==> config.mk <==
export PLATFORM = sky130hd
export DESIGN_NAME = quad_sum_seq
export DESIGN_NICKNAME = d
export VERILOG_FILES = /design/src/rtl/qs_pkg.sv /design/src/rtl/qs_ctrl.sv /design/src/rtl/qs_operand_bank.sv /design/src/rtl/qs_shared_adder.sv /design/src/rtl/quad_sum_seq.sv
export SDC_FILE = /design/constraint.sdc
export NUM_CORES = 1
export LEC_CHECK = 0
export ABC_CLOCK_PERIOD_IN_PS = 3700
export BUFFER_PORTS_ARGS = -buffer_cell sky130_fd_sc_hd__clkbuf_2
export CAP_MARGIN = 20
export CORE_MARGIN = 4
export CORE_UTILIZATION = 45
export CTS_BUF_LIST = sky130_fd_sc_hd__clkbuf_8
export DETAILED_ROUTE_END_ITERATION = 6
export PLACE_DENSITY = 0.66
export SLEW_MARGIN = 20
export SYNTH_ARGS = -nofsm -noshare
export SYNTH_HDL_FRONTEND = slang
export SYNTH_SLANG_ARGS = --single-unit
==> constraint.sdc <==
create_clock -name clk_i -period 3.7 [get_ports clk_i]
set_clock_uncertainty 0.15 [all_clocks]
set_input_delay 1.11 -clock clk_i [delete_from_list [all_inputs] [get_ports clk_i]]
set_output_delay 1.11 -clock clk_i [all_outputs]
set_load 0.05 [all_outputs]
==> src/rtl/qs_pkg.sv <==
package qs_pkg;
  localparam int NUM_OPS   = 4;
  localparam int NUM_STEPS = NUM_OPS - 1;
  localparam int STEP_W    = $clog2(NUM_STEPS);
  localparam logic [STEP_W-1:0] LAST_STEP = STEP_W'(NUM_STEPS - 1);
endpackage

==> src/rtl/qs_ctrl.sv <==
module qs_ctrl
  import qs_pkg::*;
(
  input  logic              clk_i,
  input  logic              rst_ni,
  input  logic              start_i,
  output logic              capture_o,
  output logic              psum_en_o,
  output logic              sum_en_o,
  output logic [STEP_W-1:0] step_o,
  output logic              busy_o,
  output logic              done_o
);
  logic last;
  assign last      = (step_o == LAST_STEP);
  assign capture_o = start_i && !busy_o;
  assign psum_en_o = busy_o && !last;
  assign sum_en_o  = busy_o && last;

  always_ff @(posedge clk_i or negedge rst_ni) begin
    if (!rst_ni) begin
      busy_o <= 1'b0;
      step_o <= '0;
      done_o <= 1'b0;
    end else begin
      done_o <= sum_en_o;
      if (capture_o) begin
        busy_o <= 1'b1;
        step_o <= '0;
      end else if (busy_o) begin
        if (last) busy_o <= 1'b0;
        else      step_o <= step_o + 1'b1;
      end
    end
  end

  assert_accept_R4: assert property (@(posedge clk_i) disable iff (!rst_ni)
    (start_i && !busy_o) |=> (busy_o && step_o == '0));
  assert_finish_R3: assert property (@(posedge clk_i) disable iff (!rst_ni)
    (busy_o && last) |=> (done_o && !busy_o));
  assert_done_pulse_R3: assert property (@(posedge clk_i) disable iff (!rst_ni)
    done_o |=> !done_o);
  assert_ignore_start_R5: assert property (@(posedge clk_i) disable iff (!rst_ni)
    (busy_o && !last && start_i) |=> (busy_o && step_o == $past(step_o) + 1'b1));
endmodule

==> src/rtl/qs_operand_bank.sv <==
module qs_operand_bank
  import qs_pkg::*;
#(
  parameter int WIDTH = 8
) (
  input  logic                          clk_i,
  input  logic                          rst_ni,
  input  logic                          capture_i,
  input  logic                          busy_i,
  input  logic [NUM_OPS-1:0][WIDTH-1:0] ops_i,
  output logic [NUM_OPS-1:0][WIDTH-1:0] ops_q_o
);
  // Enable-only load, no else branch: gating candidate
  always_ff @(posedge clk_i or negedge rst_ni) begin
    if (!rst_ni)        ops_q_o <= '0;
    else if (capture_i) ops_q_o <= ops_i;
  end

  assert_hold_ops_R2: assert property (@(posedge clk_i) disable iff (!rst_ni)
    busy_i |=> $stable(ops_q_o));
endmodule

==> src/rtl/qs_shared_adder.sv <==
module qs_shared_adder
  import qs_pkg::*;
#(
  parameter int WIDTH = 8
) (
  input  logic [STEP_W-1:0]             step_i,
  input  logic [NUM_OPS-1:0][WIDTH-1:0] ops_q_i,
  input  logic [WIDTH-1:0]              psum_i,
  output logic [WIDTH-1:0]              res_o
);
  logic [NUM_STEPS-1:0][WIDTH-1:0] addend;
  logic [WIDTH-1:0] lhs, rhs;

  for (genvar g = 0; g < NUM_STEPS; g++) begin : g_addend
    assign addend[g] = ops_q_i[g+1];
  end

  assign lhs   = (step_i == '0) ? ops_q_i[0] : psum_i;
  assign rhs   = addend[step_i];
  assign res_o = lhs + rhs;  // carry dropped
endmodule

==> src/rtl/quad_sum_seq.sv <==
module quad_sum_seq
  import qs_pkg::*;
#(
  parameter int WIDTH = 8
) (
  input  logic             clk_i,
  input  logic             rst_ni,
  input  logic             start_i,
  input  logic [WIDTH-1:0] op_a_i,
  input  logic [WIDTH-1:0] op_b_i,
  input  logic [WIDTH-1:0] op_c_i,
  input  logic [WIDTH-1:0] op_d_i,
  output logic [WIDTH-1:0] sum_o,
  output logic             busy_o,
  output logic             done_o
);
  logic                          capture, psum_en, sum_en;
  logic [STEP_W-1:0]             step;
  logic [NUM_OPS-1:0][WIDTH-1:0] ops_in, ops_q;
  logic [WIDTH-1:0]              psum_q, add_res;

  assign ops_in = {op_d_i, op_c_i, op_b_i, op_a_i};

  qs_ctrl u_ctrl (
    .clk_i, .rst_ni, .start_i,
    .capture_o(capture), .psum_en_o(psum_en), .sum_en_o(sum_en),
    .step_o(step), .busy_o, .done_o
  );

  qs_operand_bank #(.WIDTH(WIDTH)) u_bank (
    .clk_i, .rst_ni, .capture_i(capture), .busy_i(busy_o),
    .ops_i(ops_in), .ops_q_o(ops_q)
  );

  qs_shared_adder #(.WIDTH(WIDTH)) u_add (
    .step_i(step), .ops_q_i(ops_q), .psum_i(psum_q), .res_o(add_res)
  );

  always_ff @(posedge clk_i or negedge rst_ni) begin
    if (!rst_ni)      psum_q <= '0;
    else if (psum_en) psum_q <= add_res;
  end

  always_ff @(posedge clk_i or negedge rst_ni) begin
    if (!rst_ni)     sum_o <= '0;
    else if (sum_en) sum_o <= add_res;
  end

  assert_sum_hold_R6: assert property (@(posedge clk_i) disable iff (!rst_ni)
    !done_o |-> $stable(sum_o));
  assert_done_idle_R4: assert property (@(posedge clk_i) disable iff (!rst_ni)
    done_o |-> !busy_o);
endmodule

==> results.toml <==
[timing]
tightest_slew_ns = 0.730
relSlewSlack_pct = 51.3
setup_viol = 0
final-hold-violation-count = 0
whs_ns = 0.329
slew_viol_final = 0
fin_crit_ns = 3.12
finalCritPeriodShare_pct = 84.2
fmax_ghz = 0.321
tns_ns = 0
finalWorstSetupSlack_ns = 0.583
rsz0062_at_grt = "no"

[global_route]
antenna_found_initial = 0
grt_max_degree = 34
grt_pass1_vias = 1721
grt_usage_pct = 14.2
grt-ovfl-total = 0
grt_pass1_wl_um = 8080

[synthesis]
ys_seq_area_share_pct = 51.3
synth-simple-area-share_pct = 9.43
synthFlopType = "dfrtp_1"
mappedNetlistArea_um2 = 2530
synth_xor_area_share_pct = 1.73
synth-edff-count = 0
synthArstFlopShare_pct = 100
yosysUniqueCellTypes = 32
mappedNetlistNets = 264
muxShareOfSynthArea_pct = 21.3
avgSynthCellArea_um2 = 11.6
yosysWarnings = 0
ys_seq_elements = 52
synth_top_family_by_area = "multiplexers"
netlist_instances = 219
synth_compound_area_share_pct = 7.60
yosys.area_share.adder_pct = 5.23

[clocking]
cts.clk_slew.worst_paths_ns = 0.10
cts.sinks = 52
hold_buffers = 0
numCtsBuffers = 5
cts_max_level = 2
cts_setup_buffers = 0
clock_latency_ns = 0.30
root_buffer = "clkbuf_8"
cts_buffer_depth = 2
cts_tree = "yes"
cts.repair.resized = 0

[placed_design]
dp.cells = 328
dp_slack_ns = 0.559
hpwl_um = 3510
numPortBuffers = 44
gp_congestion = 0.729

[worst_setup_path]
worst_ep_required_time_ns = 3.80
cp_num_buf_inv = 2
slowest_delay_ns = 0.59
worstPathCellList = "inv_1 -> ha_1 -> mux2_2 -> ha_1 -> inv_1 -> fa_1 -> nor2b_4 -> o21ai_2 -> a21oi_2 -> or4_1 -> nand3_1"
crit_type = "register to register"
critPathSlowestCell = "dfrtp_1"
crit_path_end_kind = "register"
critPathArrivalTime_ns = 3.21
worstSetupStartpointType = "register"
path_max_fanout = 12
critPathTopFamily = "adder cells"

[route]
via_per_inst = 5.05
met1_length_um = 2330
drtIter0Drc = 65
met2_length_um = 2060
routed.top_layer = "met4"
drc = 0
first_pass_iters = 4
vias = 1691
met3_length_um = 226
final_antenna_net_count = 0
post_drt_wl_per_cell_um = 13.9
wl_um = 4640

[die]
die_h_um = 83.1
dieArea_um2 = 6900
num_rows = 27
start_util_pct = 46.3
core_um2 = 5470
die_w_um = 83.1
io_pins = 45

[finish]
nets = 308
final_cell_mix = "dfrtp_1 (52), clkbuf_2 (44), mux2_1 (30), nand2_1 (25), o21ai_1 (14)"
antenna_cells = 0
layoutNonFillerInstCount = 335
drive_above_1_share_pct = 25.9
areaGrowthSynthToFinish_pct = 16.2
final_common_cell = "dfrtp_1"

[outcome]
status = "complete, no violations"

[worst_hold_path]
hold_path_class = "register to register"

[run]
drv_cap = 0
-- sequential cells by signal, indices dropped and copies added (netlist names) --
register,cells
u_ctrl.step_o,2
psum_q,8
u_ctrl.busy_o,1
sum_o,8
u_bank.ops_q_o,32
u_ctrl.done_o,1
-- worst paths after layout --
check / from / end / slack (ns) / depth (start not counted)
max: u_ctrl.step_o[1]$_DFFE_PN0P_ / psum_q[6]$_DFFE_PN0P_ / 0.58 / 11
min: sum_o[2]$_DFFE_PN0P_ / sum_o[2]$_DFFE_PN0P_ / 0.33 / 2
max reg2reg: u_ctrl.step_o[1]$_DFFE_PN0P_ / psum_q[6]$_DFFE_PN0P_ / 0.58 / 11
min reg2reg: sum_o[2]$_DFFE_PN0P_ / sum_o[2]$_DFFE_PN0P_ / 0.33 / 2
max in group asynchronous: rst_ni / u_bank.ops_q_o[11]$_DFFE_PN0P_ / 2.06 / 2
min in group asynchronous: rst_ni / sum_o[6]$_DFFE_PN0P_ / 0.68 / 1
-- logic make-up after synthesis --
group,Yosys count
muxes,49
xor gates and xnor gates,5
AOI/OAI and AO/OA,34
and+or+nand+nor,50
DFF,52
buffers and inverters,19
adders and majority gates,10
-- synth_stat cells (2+ instances only) --
cell type  instances  area (um2)
dfrtp_1           52        1300
mux2_1            30         338
nand2_1           25        93.8
o21ai_1           14        70.1
mux2i_1           10         100
ha_1               9         113
mux2_2             9         101
o21ai_0            9        45.0
inv_1              8        30.0
nor2_1             7        26.3
buf_2              6        30.0
nand2b_1           5        31.3
nand3_1            4        20.0
a21oi_1            3        15.0
clkbuf_1           3        11.3
xor2_1             3        26.3
a211oi_1           2        15.0
a21o_1             2        15.0
nor2b_1            2        12.5
nor3_1             2        10.0
or4_1              2        15.0
xnor2_1            2        17.5
-- final cells by class --
type,count,area (um2)
clock buffer,5,68.8
timing repair buffer,47,243
multi-input combinational,148,1150
inverter,9,33.8
clock inverter,2,60.1
fill,508,2530
sequential,52,1300
tap,72,90.1
-- tightest hold or removal path, cell delays in order (launching register included) --
cell and delay, ns:
dfrtp_1 0.35, nand2_1 0.04, o21ai_0 0.06
-- per-stage QoR --
step	area [um2]	utilization, %
after floorplan	2530	-
after global placement	2820	51.5
after detailed placement	2820	51.5
after CTS	2950	53.8
after global routing	2950	53.8
final	2950	53.8
-- metal layers --
metal	global-route usage (%)	vias up
met4	2.67	0
met2	21.4	40
met1	20.6	805
met5	0	-
li1	-	842
met3	4.27	4
Power is not shown: default switching activity piles up to over one toggle a cycle in this logic, so the estimate is an artifact.
